$ cat src/rtl/dmairq_pkg.sv
package dmairq_pkg;
  localparam int NCLASS = 4;
  localparam int ADDR_W = 12;

  typedef enum int {CL_CHAIN = 0, CL_NODE = 1, CL_FAULT0 = 2, CL_FAULT1 = 3} irq_class_e;

  localparam logic [ADDR_W-1:0] OFF_SUMMARY = 12'h000;
  localparam logic [ADDR_W-1:0] OFF_PRIO    = 12'h688;
  localparam logic [ADDR_W-1:0] OFF_BUSY    = 12'h690;

  // masked view of class c
  function automatic logic [ADDR_W-1:0] stat_addr(input int c);
    return 12'h004 + ADDR_W'(4 * c);
  endfunction

  // enable mask of class c
  function automatic logic [ADDR_W-1:0] mask_addr(input int c);
    return 12'h018 + ADDR_W'(4 * c);
  endfunction

  // sticky raw latch of class c (8-byte stride)
  function automatic logic [ADDR_W-1:0] raw_addr(input int c);
    return 12'h600 + ADDR_W'(8 * c);
  endfunction

  // next raw value: set beats write-1-clear
  function automatic logic [31:0] sticky_next(input logic [31:0] cur,
                                              input logic [31:0] set,
                                              input logic [31:0] clr);
    return set | (cur & ~clr);
  endfunction
endpackage

$ cat src/rtl/dmairq_bank.sv
module dmairq_bank
  import dmairq_pkg::*;
#(
  parameter int NCH = 16
) (
  input  logic           clk,
  input  logic           rst_n,
  input  logic [NCH-1:0] set_i,
  input  logic [NCH-1:0] clr_i,
  input  logic           mask_we_i,
  input  logic [NCH-1:0] mask_wdata_i,
  output logic [NCH-1:0] raw_o,
  output logic [NCH-1:0] mask_o,
  output logic [NCH-1:0] masked_o
);
  logic [NCH-1:0] raw_q;
  logic [NCH-1:0] mask_q;
  logic [31:0]    raw_nxt;

  assign raw_nxt = sticky_next(32'(raw_q), 32'(set_i), 32'(clr_i));

  always_ff @(posedge clk or negedge rst_n) begin
    if (!rst_n) begin
      raw_q  <= '0;
      mask_q <= '0;
    end else begin
      raw_q <= raw_nxt[NCH-1:0];
      if (mask_we_i) mask_q <= mask_wdata_i;
    end
  end

  assign raw_o    = raw_q;
  assign mask_o   = mask_q;
  assign masked_o = raw_q & mask_q;
endmodule

$ cat src/rtl/dmairq_summary.sv
module dmairq_summary #(
  parameter int NCLS = 4,
  parameter int NCH  = 16
) (
  input  logic                      clk,
  input  logic                      rst_n,
  input  logic [NCLS-1:0][NCH-1:0]  masked_i,
  output logic [NCH-1:0]            summary_o,
  output logic                      irq_o
);
  logic irq_q;

  always_comb begin
    summary_o = '0;
    for (int c = 0; c < NCLS; c++) summary_o = summary_o | masked_i[c];
  end

  always_ff @(posedge clk or negedge rst_n) begin
    if (!rst_n) irq_q <= 1'b0;
    else        irq_q <= |summary_o;
  end

  assign irq_o = irq_q;
endmodule

$ cat src/rtl/dmairq_readmux.sv
module dmairq_readmux
  import dmairq_pkg::*;
#(
  parameter int NCLS   = 4,
  parameter int NCH    = 16,
  parameter int DATA_W = 32,
  parameter int PRIO_W = 32
) (
  input  logic [ADDR_W-1:0]         addr_i,
  input  logic [NCLS-1:0][NCH-1:0]  raw_i,
  input  logic [NCLS-1:0][NCH-1:0]  mask_i,
  input  logic [NCLS-1:0][NCH-1:0]  masked_i,
  input  logic [NCH-1:0]            summary_i,
  input  logic [NCH-1:0]            busy_i,
  input  logic [PRIO_W-1:0]         prio_i,
  output logic [DATA_W-1:0]         rdata_o
);
  always_comb begin
    rdata_o = '0;
    if (addr_i == OFF_SUMMARY) rdata_o[NCH-1:0] = summary_i;
    if (addr_i == OFF_BUSY)    rdata_o[NCH-1:0] = busy_i;
    if (addr_i == OFF_PRIO)    rdata_o[PRIO_W-1:0] = prio_i;
    for (int c = 0; c < NCLS; c++) begin
      if (addr_i == stat_addr(c)) rdata_o[NCH-1:0] = masked_i[c];
      if (addr_i == mask_addr(c)) rdata_o[NCH-1:0] = mask_i[c];
      if (addr_i == raw_addr(c))  rdata_o[NCH-1:0] = raw_i[c];
    end
  end
endmodule

$ cat src/rtl/dmairq_aggr.sv
module dmairq_aggr
  import dmairq_pkg::*;
#(
  parameter int NCH    = 16,
  parameter int DATA_W = 32,
  parameter int PRIO_W = 32
) (
  input  logic              clk,
  input  logic              rst_n,
  input  logic [NCH-1:0]    evt_chain_i,
  input  logic [NCH-1:0]    evt_node_i,
  input  logic [NCH-1:0]    evt_fault0_i,
  input  logic [NCH-1:0]    evt_fault1_i,
  input  logic [NCH-1:0]    ch_busy_i,
  input  logic              bus_wr_i,
  input  logic [ADDR_W-1:0] bus_addr_i,
  input  logic [DATA_W-1:0] bus_wdata_i,
  output logic [DATA_W-1:0] bus_rdata_o,
  output logic              irq_o
);
  localparam int NCLS = NCLASS;

  logic [NCLS-1:0][NCH-1:0] evt_all;
  logic [NCLS-1:0][NCH-1:0] clr_all;
  logic [NCLS-1:0][NCH-1:0] raw_all;
  logic [NCLS-1:0][NCH-1:0] mask_all;
  logic [NCLS-1:0][NCH-1:0] masked_all;
  logic [NCLS-1:0]          mask_we;
  logic [NCH-1:0]           summary;
  logic [PRIO_W-1:0]        prio_q;

  // named views for the checker
  logic [NCLS*NCH-1:0] evt_flat;
  logic [NCLS*NCH-1:0] raw_flat;

  assign evt_all[CL_CHAIN]  = evt_chain_i;
  assign evt_all[CL_NODE]   = evt_node_i;
  assign evt_all[CL_FAULT0] = evt_fault0_i;
  assign evt_all[CL_FAULT1] = evt_fault1_i;
  assign evt_flat = evt_all;
  assign raw_flat = raw_all;

  for (genvar c = 0; c < NCLS; c++) begin : g_cls
    assign mask_we[c] = bus_wr_i && (bus_addr_i == mask_addr(c));
    assign clr_all[c] = (bus_wr_i && (bus_addr_i == raw_addr(c)))
                        ? bus_wdata_i[NCH-1:0] : '0;

    dmairq_bank #(.NCH(NCH)) u_bank (
      .clk          (clk),
      .rst_n        (rst_n),
      .set_i        (evt_all[c]),
      .clr_i        (clr_all[c]),
      .mask_we_i    (mask_we[c]),
      .mask_wdata_i (bus_wdata_i[NCH-1:0]),
      .raw_o        (raw_all[c]),
      .mask_o       (mask_all[c]),
      .masked_o     (masked_all[c])
    );
  end

  always_ff @(posedge clk or negedge rst_n) begin
    if (!rst_n) prio_q <= '0;
    else if (bus_wr_i && (bus_addr_i == OFF_PRIO)) prio_q <= bus_wdata_i[PRIO_W-1:0];
  end

  dmairq_summary #(.NCLS(NCLS), .NCH(NCH)) u_sum (
    .clk       (clk),
    .rst_n     (rst_n),
    .masked_i  (masked_all),
    .summary_o (summary),
    .irq_o     (irq_o)
  );

  dmairq_readmux #(.NCLS(NCLS), .NCH(NCH), .DATA_W(DATA_W), .PRIO_W(PRIO_W)) u_rd (
    .addr_i    (bus_addr_i),
    .raw_i     (raw_all),
    .mask_i    (mask_all),
    .masked_i  (masked_all),
    .summary_i (summary),
    .busy_i    (ch_busy_i),
    .prio_i    (prio_q),
    .rdata_o   (bus_rdata_o)
  );
endmodule

$ cat config.mk
export PLATFORM = sky130hd
export DESIGN_NAME = dmairq_aggr
export DESIGN_NICKNAME = d
export VERILOG_FILES = /design/src/rtl/dmairq_pkg.sv /design/src/rtl/dmairq_bank.sv /design/src/rtl/dmairq_summary.sv /design/src/rtl/dmairq_readmux.sv /design/src/rtl/dmairq_aggr.sv
export SDC_FILE = /design/constraint.sdc
export NUM_CORES = 1
export LEC_CHECK = 0
export BUFFER_PORTS_ARGS = -buffer_cell sky130_fd_sc_hd__clkbuf_2
export CORE_UTILIZATION = 58
export DETAILED_ROUTE_END_ITERATION = 12
export PLACE_DENSITY = 0.84
export REMOVE_ABC_BUFFERS = 1
export SYNTH_ARGS = -nofsm -noshare
export SYNTH_HDL_FRONTEND = slang
export SYNTH_HIERARCHICAL = 1
export SYNTH_SLANG_ARGS = --single-unit
$ cat constraint.sdc
create_clock -name clk -period 3.5 [get_ports clk]
set_input_delay 0.525 -clock clk [delete_from_list [all_inputs] [get_ports clk]]
set_output_delay 0.525 -clock clk [all_outputs]
set_load 0.05 [all_outputs]
==> impl_metrics.json, run 1 <==
{
  "yosysWarnings": 6,
  "worst_pin_slew_ns": 0.800,
  "syn-instance-count": 944,
  "crit_fanout": 14,
  "grt.total_usage_pct": 38.8,
  "synth-edff-count": 0,
  "synth_top_family_by_area": "compound AO/OA/AOI/OAI gates",
  "synthMuxAreaShare_pct": 13.7,
  "clock.fmax_ghz": 0.290,
  "clk_latency_ns": 0.44,
  "post-dp-hpwl_um": 22600,
  "synth-compound-area-share_pct": 19.8,
  "cts_buffers": 17,
  "area_growth_pct": 22.1,
  "yosys.area_share.simple_pct": 19.4,
  "nets": 1273,
  "rsz0062_at_grt": "no",
  "vias": 9201,
  "ys_top_cells_by_area": "dfrtp_1, mux2_4, and2_1",
  "final_cells": 1380,
  "fp.dieH_um": 133,
  "rows": 47,
  "ys_types": 61,
  "powerDensity_nw_per_um2": 344,
  "cp-start-kind": "input pin",
  "setup_slack_ns": 0.0563,
  "p_comb_share_pct": 6.7,
  "vias_per_cell": 6.67,
  "synthFlopType": "dfrtp_1",
  "post_cts_resized": 0,
  "end_kind": "output pin",
  "wire_per_inst_um": 24.2,
  "drt_iter0_drc": 1432,
  "p_sw_w": 0.000971,
  "grt_pass1_wl_um": 51300,
  "yosys.area_share.adder_pct": 0,
  "hold_path_class": "input pin to async pin",
  "drive_gt1_share_pct": 35.3,
  "total_power_w": 0.00416,
  "die-area_um2": 17600,
  "power.internal_w": 0.00319,
  "clock_skew_ns": 0.00836,
  "numPortBuffers": 159,
  "netlist_area_um2": 9910,
  "clockBufferDepth": 2,
  "crit_required_ns": 2.97,
  "fin_crit_ns": 3.44,
  "synth_top_cell_by_area": "dfrtp_1",
  "synth_area_per_cell_um2": 10.5,
  "hold_buffers": 0,
  "cap_viol_max_count": 0,
  "drc_errors": 0,
  "power_leakage_nw": 5.44,
  "p_clk_share_pct": 48.3,
  "async_flop_share_pct": 100,
  "synth_xor_area_share_pct": 0,
  "critPathKind": "input pin to output pin",
  "status": "finished clean",
  "drv_slew": 0,
  "p_seq_share_pct": 45.0,
  "place.gp.congestion": 0.978,
  "drt-pass1-iter-count": 6,
  "synth-seq-area-share_pct": 40.7,
  "antenna_found_initial": 0,
  "final.period_utilization_pct": 98.4,
  "hold_viol": 0,
  "htreeDepth": 4,
  "io_pins": 160,
  "gr-total-overflow": 0,
  "setup_violations": 0,
  "grt_max_degree": 86,
  "synth_top_area_share_pct": 40.7,
  "core_area_um2": 16600,
  "ir_drop_mv": 0.355,
  "ant_nets": 0,
  "max_slew_margin_pct": 46.5,
  "dp.cells": 1347,
  "switching_share_pct": 23.3,
  "post_cts_buffers": 0,
  "drt_wl_total_um": 33400,
  "start_util_pct": 59.5,
  "cts_tree": "yes",
  "cts_sinks": 161,
  "ys_ff_latch": 161,
  "clk_pin_slew_worst_paths_ns": 0.06,
  "cts_root_buf": "clkbuf_16",
  "pre_cts_slack_ns": 0.0662,
  "crit_arrival_ns": 2.92,
  "grt_pass1_vias": 9087,
  "dieWidth_um": 133
}
==> cells in the mapped netlist (all sizes together), types with 6 or more instances <==
cell / n
dfrtp: 161
and2: 114
mux2: 96
a21o: 77
inv: 66
nand2: 48
and3: 32
buf: 31
a22oi: 29
clkbuf: 28
nand3: 22
o22ai: 22
o21ai: 21
or4: 21
o211ai: 20
o32ai: 17
nor3: 15
nor4: 14
a21oi: 13
a221o: 11
nor2: 11
o221ai: 10
a222oi: 9
a221oi: 6
nand3b: 6
or4b: 6
==> flip-flops by register name (all words and copies together), names as in the netlist <==
| signal | cells |
|---|---|
| g_cls.u_bank/mask_o | 64 |
| u_sum/irq_o | 1 |
| prio_q | 32 |
| g_cls.u_bank/raw_o | 64 |
==> path summary, 6_finish.rpt <==
check	startpoint	endpoint	slack [ns]	cells past startpoint
worst min-delay path	rst_n	prio_q[22]	0.15	1
worst max-delay path	bus_addr_i[8]	bus_rdata_o[1]	0.06	10
worst min register to register	prio_q[29]	prio_q[29]	0.50	1
max in group asynchronous	rst_n	g_cls[2].u_bank/mask_o[4]	2.52	2
worst max register to register	g_cls[0].u_bank/raw_o[5]	u_sum/irq_o	1.56	4
min in group clk	evt_node_i[1]	g_cls[1].u_bank/raw_o[1]	0.26	2
==> stage by stage <==
| step | utilization [%] | instance area, µm² | hold WS (ns) | setup TNS [ns] |
|---|---|---|---|---|
| 4_1_cts | 72.6 | 12100 | 0.170 | 0 |
| 2_1_floorplan | - | 9510 | 0.229 | -13.52 |
| 3_3_place_gp | 68.9 | 11500 | 0.481 | 0 |
| 6_report | 72.7 | 12100 | 0.145 | 0 |
| 5_1_grt | 72.7 | 12100 | 0.203 | 0 |
| 3_5_place_dp | 68.9 | 11500 | 0.486 | 0 |
==> power by group through the flow <==
stage | logic (W) | registers [W] | clock network, W
after floorplan | 0.0000602 | 0.00192 | 0
after global placement | 0.000269 | 0.00191 | 0
after detailed placement | 0.000272 | 0.00191 | 0
after CTS | 0.000273 | 0.00187 | 0.00202
after global routing | 0.000297 | 0.00187 | 0.00209
final | 0.000280 | 0.00187 | 0.00201
==> logic make-up (layout without fill, tap and decap cells) <==
logic type | after synthesis | in the layout
other | 0 | 1
AND/OR/NAND/NOR | 304 | 304
buffers and inverters | 125 | 340
multiplexers | 97 | 97
AO/OA/AOI/OAI | 257 | 257
flip-flops | 161 | 161
==> cells in the final DEF (no fill, tap or decap), types with 26 or more instances in the layout <==
cell type	n
nand2_1	48
buf_4	77
inv_1	66
mux2_2	26
a22oi_1	29
and3_1	32
dfrtp_1	161
a21o_1	77
clkbuf_2	149
and2_1	114
mux2_4	70
==> worst max-delay path: stages <==
cell and delay (ns):
clkbuf_2 0.12, or4bb_1 0.56, buf_12 0.19, nor2_1 0.15, nand3_1 0.29, buf_4 0.30
o21ai_0 0.20, a21oi_1 0.10, nand3b_1 0.21, clkbuf_2 0.26
==> layout make-up <==
class	instances	area, µm²
Timing Repair Buffer	242	1620
Clock inverter	11	178
Clock buffer	21	450
Tap cell	220	275
Inverter	66	248
Multi-Input combinational cell	658	5290
Antenna cell	1	2.50
Sequential cell	161	4030
Fill cell	1136	4540
==> layer usage <==
layer	routed length (µm)	global-route usage, %	part of all wire, %
met5	0	0	0
met4	1830	19.9	5.5
met3	4070	12.1	12
met2	14800	59.1	44
met1	12700	50.0	38
Power figures use the tool's default switching activity.
==> run 2: changes to the inputs <==
--- a/config.mk
+++ b/config.mk
@@ -6,11 +6,10 @@
 export NUM_CORES = 1
 export LEC_CHECK = 0
 export BUFFER_PORTS_ARGS = -buffer_cell sky130_fd_sc_hd__clkbuf_2
-export CORE_UTILIZATION = 58
+export CORE_UTILIZATION = 56
 export DETAILED_ROUTE_END_ITERATION = 12
-export PLACE_DENSITY = 0.84
+export PLACE_DENSITY = 0.82
 export REMOVE_ABC_BUFFERS = 1
 export SYNTH_ARGS = -nofsm -noshare
 export SYNTH_HDL_FRONTEND = slang
-export SYNTH_HIERARCHICAL = 1
 export SYNTH_SLANG_ARGS = --single-unit
==> impl_metrics.json, run 2 <==
{
  "crit_required_ns": 2.97,
  "mostFrequentLayoutCells": "dfrtp_1, clkbuf_2, nand2_1",
  "synth_area_per_cell_um2": 10.0,
  "fin_util_pct": 74.3,
  "drt-pass1-iter-count": 8,
  "crit_arrival_ns": 3.01,
  "cts_buffers": 17,
  "worst_pin_slew_ns": 0.860,
  "hold_buffers": 0,
  "layout_commonest_cell": "dfrtp_1",
  "async_flop_share_pct": 100,
  "fillerInstances": 1064,
  "ys_ff_latch": 161,
  "grt_max_degree": 93,
  "rows": 45,
  "cts_tree": "yes",
  "post-dp-hpwl_um": 19600,
  "grt_pass1_wl_um": 44300,
  "antenna_found_initial": 1,
  "hold_path_class": "input pin to async pin",
  "dieWidth_um": 127,
  "max_slew_margin_pct": 42.4,
  "p_comb_share_pct": 5.9,
  "die-area_um2": 16200,
  "setup_slack_ns": -0.0376,
  "io_pins": 160,
  "ys_types": 55,
  "ant_nets": 0,
  "ys_top_cells_by_area": "dfrtp_1, mux2_2, a21o_1",
  "clk_pin_slew_worst_paths_ns": 0.06,
  "cap_viol_max_count": 0,
  "clockBufferDepth": 2,
  "cts_root_buf": "clkbuf_16",
  "dp.cells": 1277,
  "place.gp.congestion": 1.01,
  "synth_top_cell_by_area": "dfrtp_1",
  "power.internal_w": 0.00301,
  "cp_slowest_cell": "or4b_4",
  "drv_slew": 0,
  "wire_per_inst_um": 21.9,
  "syn-instance-count": 877,
  "violations": "setup timing",
  "status": "finished with violations",
  "switching_share_pct": 23.7,
  "clock.fmax_ghz": 0.283,
  "fin_crit_ns": 3.54,
  "drc_errors": 0,
  "final_cells": 1318,
  "clk_latency_ns": 0.45,
  "netlist_area_um2": 8800,
  "cts_sinks": 161,
  "core_area_um2": 15300,
  "rsz0062_at_grt": "yes",
  "synth-seq-area-share_pct": 45.8,
  "crit_fanout": 4,
  "end_kind": "output pin",
  "path_common_cell": "nor3_1",
  "path_delay_family": "simple AND/OR/NAND/NOR gates",
  "hold_viol": 0,
  "vias_per_cell": 6.49,
  "clock_skew_ns": 0.00679,
  "pre_cts_slack_ns": -0.0888,
  "p_clk_share_pct": 46.6,
  "start_util_pct": 57.7,
  "drive_gt1_share_pct": 38.4,
  "path_cells": "buf_6 > or4b_4 > nor4_4 > buf_2 > a41oi_1 > a221oi_1 > a2111oi_1 > o22ai_1 > nor3_1 > nor3_1 > buf_4 > buf_12",
  "fp.dieH_um": 127,
  "r2r_start": "g_cls[2].u_bank.raw_o[2]",
  "powerDensity_nw_per_um2": 348,
  "cp-start-kind": "input pin",
  "final.period_utilization_pct": 101,
  "setup_tns_ns": -0.0717,
  "ir_drop_mv": 0.369,
  "p_seq_share_pct": 47.5,
  "netlist_top_cells_count": "dfrtp_1, nand2_1, a21o_1",
  "critPathKind": "input pin to output pin",
  "drt_iter0_drc": 1259,
  "setup_violations": 2,
  "grt.total_usage_pct": 36.6,
  "crit_buf_inv": 4,
  "p_sw_w": 0.000932,
  "drt_wl_total_um": 28800,
  "power_leakage_nw": 5.38,
  "slowest_delay_ns": 0.58,
  "grt_pass1_vias": 8228,
  "synth.most_common_cell": "dfrtp_1",
  "area_growth_pct": 28.8,
  "numPortBuffers": 159,
  "setup.worst_path.start": "bus_addr_i[1]",
  "gr-total-overflow": 0,
  "synthFlopType": "dfrtp_1",
  "htreeDepth": 4,
  "nets": 1220,
  "synth_top_area_share_pct": 45.8,
  "vias": 8553,
  "yosysWarnings": 0,
  "synth-edff-count": 0
}
## run 2: cell count changes after synthesis, moves of 15 or more
cell / previous run / this run
nand2_1: 48 / 120
a21oi_1: 12 / 38
and3_1: 32 / 9
mux2_2: 26 / 91
and2_1: 114 / 17
nor2_1: 11 / 48
mux2_4: 70 / 0
o211ai_1: 20 / 5
o22ai_1: 22 / 3
o32ai_1: 17 / 0
inv_1: 66 / 8
a21o_1: 77 / 95
## run 2: power by group through the flow
| stage | Sequential [W] | Combinational [W] | Clock (W) |
|---|---|---|---|
| after floorplan | 0.00192 | 0.0000371 | 0 |
| after global placement | 0.00191 | 0.000222 | 0 |
| after detailed placement | 0.00191 | 0.000224 | 0 |
| after CTS | 0.00187 | 0.000226 | 0.00185 |
| after global routing | 0.00187 | 0.000251 | 0.00193 |
| final | 0.00187 | 0.000232 | 0.00184 |
## run 2: layout make-up
type                            count  area [µm²]  area share [%]
Tap cell                          211         264            2.33
Clock inverter                     12         134            1.18
Clock buffer                       20         437            3.85
Timing Repair Buffer              258        1870            16.5
Multi-Input combinational cell    647        4570            40.3
Inverter                            8        30.0           0.265
Antenna cell                        1        2.50          0.0221
Sequential cell                   161        4030            35.5
## run 2: timing repair
item                                    4_1_cts  5_1_grt
pin swaps                                     2       16
endpoints found under the setup margin       14       12
gates resized for setup                       6       30
setup buffers                                 4        3
hold endpoints to repair                      0        0
cloned                                        0        1
## run 2: worst reg2reg max path, delay by kind of cell, from the launching register on
kind | cells | cell delay [ns]
AO/OA/AOI/OAI | 1 | 0.20
flip-flops | 1 | 0.42
AND/OR/NAND/NOR | 3 | 0.92
## run 2: path summary, 6_finish.rpt
check,to,slack [ns],depth (start not counted)
hold reg to reg,prio_q[17],0.50,1
setup / recovery,bus_rdata_o[7],-0.04,12
hold / removal,prio_q[16],0.16,1
min in group clk,g_cls[3].u_bank.raw_o[8],0.25,2
setup reg to reg,u_sum.irq_o,1.79,4
max in group asynchronous,g_cls[2].u_bank.raw_o[3],2.55,2
## run 2: metrics by stage
step | cell area, µm² | hold slack [ns] | power [W]
2_1_floorplan | 8520 | 0.229 | 0.00195
4_1_cts | 11200 | 0.192 | 0.00395
6_report | 11300 | 0.158 | 0.00394
5_1_grt | 11300 | 0.237 | 0.00405
3_3_place_gp | 10600 | 0.467 | 0.00213
3_5_place_dp | 10600 | 0.477 | 0.00213
## run 2: cell families after synthesis
group / count (synthesis) / synth area share, %
AO/OA/AOI/OAI: 271 / 22.8
buffers and inverters: 69 / 3.61
flip-flops: 161 / 45.8
multiplexers: 96 / 12.3
AND/OR/NAND/NOR: 280 / 15.6
## run 2: per-layer routing
layer	track usage, %	vias up	routed length (µm)
met4	17.7	0	1220
met2	54.7	619	12900
met3	10.5	124	3390
li1	-	3710	-
met5	0	-	0
met1	49.0	4100	11300
==> run 3: changes to the inputs <==
--- a/config.mk
+++ b/config.mk
@@ -5,10 +5,11 @@
 export SDC_FILE = /design/constraint.sdc
 export NUM_CORES = 1
 export LEC_CHECK = 0
+export ABC_AREA = 1
 export BUFFER_PORTS_ARGS = -buffer_cell sky130_fd_sc_hd__clkbuf_2
-export CORE_UTILIZATION = 56
+export CORE_UTILIZATION = 57
 export DETAILED_ROUTE_END_ITERATION = 12
-export PLACE_DENSITY = 0.82
+export PLACE_DENSITY = 0.83
 export REMOVE_ABC_BUFFERS = 1
 export SYNTH_ARGS = -nofsm -noshare
 export SYNTH_HDL_FRONTEND = slang
==> impl_metrics.json, run 3 <==
{
  "status": "finished clean",
  "critPathKind": "input pin to output pin",
  "drc_errors": 0,
  "drive_gt1_share_pct": 16.1,
  "hold_viol": 0,
  "final.period_utilization_pct": 93.6,
  "synth-edff-count": 0,
  "synth.most_common_cell": "nand2_1",
  "start_util_pct": 58.9,
  "ir_drop_mv": 0.359,
  "ant_nets": 0,
  "cts_buffers": 17,
  "synth-seq-area-share_pct": 42.7,
  "place.gp.congestion": 0.901,
  "yosys.area_share.simple_pct": 32.9,
  "fin_crit_ns": 3.28,
  "yosysWarnings": 0,
  "setup_slack_ns": 0.224,
  "powerDensity_nw_per_um2": 351,
  "crit_arrival_ns": 2.75,
  "io_pins": 160,
  "vias": 9678,
  "cap_viol_max_count": 0,
  "htreeDepth": 4,
  "layout_commonest_cell": "nand2_1",
  "area_growth_pct": 17.3,
  "drv_slew": 0,
  "power.internal_w": 0.00293,
  "cts_tree": "yes",
  "clockBufferDepth": 2,
  "crit_fanout": 15,
  "netlist_area_um2": 9430,
  "placed_area_um2": 10500,
  "antenna_found_initial": 0,
  "synth_top_family_by_area": "simple AND/OR/NAND/NOR gates",
  "p_comb_share_pct": 5.4,
  "p_sw_w": 0.000944,
  "dieWidth_um": 131,
  "synth_xor_area_share_pct": 0,
  "drt-pass1-iter-count": 5,
  "final_cells": 1790,
  "grt_pass1_vias": 8889,
  "hold_path_class": "input pin to async pin",
  "ys_types": 29,
  "setup_violations": 0,
  "async_flop_share_pct": 100,
  "cts_root_buf": "clkbuf_16",
  "clock.fmax_ghz": 0.305,
  "setup_tns_ns": 0,
  "post-dp-hpwl_um": 18200,
  "rows": 46,
  "netlist_top_cells_count": "nand2_1, inv_1, o21ai_0",
  "p_seq_share_pct": 48.3,
  "grt_max_degree": 80,
  "clk_pin_slew_worst_paths_ns": 0.06,
  "dp.cells": 1758,
  "numPortBuffers": 159,
  "p_clk_share_pct": 46.3,
  "switching_share_pct": 24.3,
  "wire_per_inst_um": 15.5,
  "mostFrequentLayoutCells": "nand2_1, inv_1, o21ai_0",
  "cts_sinks": 161,
  "synth_area_per_cell_um2": 6.68,
  "crit_required_ns": 2.97,
  "grt_pass1_wl_um": 44100,
  "drt_wl_total_um": 27800,
  "cp-start-kind": "input pin",
  "hold_buffers": 0,
  "synth-compound-area-share_pct": 12.3,
  "antenna_cells_inserted": 0,
  "pre_cts_slack_ns": 0.247,
  "clock_skew_ns": 0.0135,
  "grt.total_usage_pct": 34.6,
  "synthFlopType": "dfrtp_1",
  "synthMuxAreaShare_pct": 0,
  "core_area_um2": 16000,
  "ys_ff_latch": 161,
  "clk_latency_ns": 0.44,
  "syn-instance-count": 1411,
  "drt_iter0_drc": 797,
  "worst_pin_slew_ns": 0.929,
  "yosys.area_share.adder_pct": 0,
  "power_leakage_nw": 5.64,
  "nets": 1688,
  "vias_per_cell": 5.41,
  "ys_top_cells_by_area": "dfrtp_1, nand2_1, o21ai_0",
  "gr-total-overflow": 0,
  "max_slew_margin_pct": 37.9,
  "synth_top_area_share_pct": 42.7,
  "fp.dieH_um": 131,
  "end_kind": "output pin",
  "rsz0062_at_grt": "no",
  "final_cell_area_um2": 11100,
  "die-area_um2": 17100,
  "synth_top_cell_by_area": "dfrtp_1"
}
-- run 3: cell count changes in the layout (fill, tap and decap cells not counted), moves of 30 or more --
cell,change
a21o_1,-95
a22oi_1,-30
buf_4,-66
inv_1,+224
mux2_2,-91
nand2_1,+379
nand3_1,+87
o21ai_0,+169
-- run 3: final cells by class --
type                    instances  area, µm²
clock inverters                13        126
fillers                      1377       4940
flip-flops and latches        161       4030
multi-input cells             955       4280
well taps                     216        270
clock buffers                  19        433
inverters                     242        908
repair buffers                184       1010
-- run 3: final timing paths --
check                                          startpoint                         to  slack, ns  cells after the start
worst max-delay path                        bus_addr_i[6]             bus_rdata_o[4]       0.22                     18
worst min-delay path                                rst_n   g_cls[2].u_bank.raw_o[5]       0.05                      1
worst max register to register  g_cls[1].u_bank.raw_o[10]                u_sum.irq_o       1.78                      4
worst min register to register                  prio_q[9]                  prio_q[9]       0.48                      2
max in group asynchronous                           rst_n  g_cls[0].u_bank.mask_o[4]       2.60                      2
min in group clk                           evt_node_i[11]  g_cls[1].u_bank.raw_o[11]       0.26                      3
-- run 3: repair_timing --
item,4_1_cts,5_1_grt
gates resized for setup,0,2
setup buffers,0,0
setup endpoints to repair,0,2
-- run 3: power groups by stage --
stage,Combinational (W),Sequential [W],Clock (W)
floorplan,0.0000565,0.00192,0
global placement,0.000206,0.00191,0
detailed placement,0.000208,0.00191,0
CTS,0.000210,0.00187,0.00181
global route,0.000235,0.00187,0.00189
finish,0.000210,0.00187,0.00180
-- run 3: per-stage QoR --
| step | total power [W] | hold WS [ns] | utilization, % |
|---|---|---|---|
| global route | 0.00400 | 0.0683 | 69.1 |
| detailed placement | 0.00212 | 0.466 | 65.5 |
| finish | 0.00388 | 0.0481 | 69.1 |
| floorplan | 0.00197 | 0.229 | - |
| CTS | 0.00389 | 0.0529 | 69.0 |
| global placement | 0.00211 | 0.460 | 65.5 |
-- run 3: worst max-delay path: stages --
cell	delay (ns)
clkbuf_2	0.11
nor2_2	0.23
nand3_1	0.19
nor2_2	0.20
nand2_2	0.12
inv_2	0.32
nand2_1	0.10
nand2_1	0.07
nand3b_1	0.11
nand2_1	0.08
nand3_1	0.08
nand2_1	0.07
nand3_1	0.08
nand2_1	0.06
nand2_1	0.06
nand2_1	0.05
nand2_1	0.05
clkbuf_2	0.26
-- run 3: cell families after synthesis --
kind of cell           after synthesis
buffers and inverters              295
DFF                                161
and+or+nand+nor                    723
AOI/OAI and AO/OA                  232
-- run 3: routing by layer --
layer  share of wire [%]  track usage, %
met5                   0               0
met2                  48            57.0
met1                  40            43.2
met3                 8.8            7.90
met4                 3.7            16.2
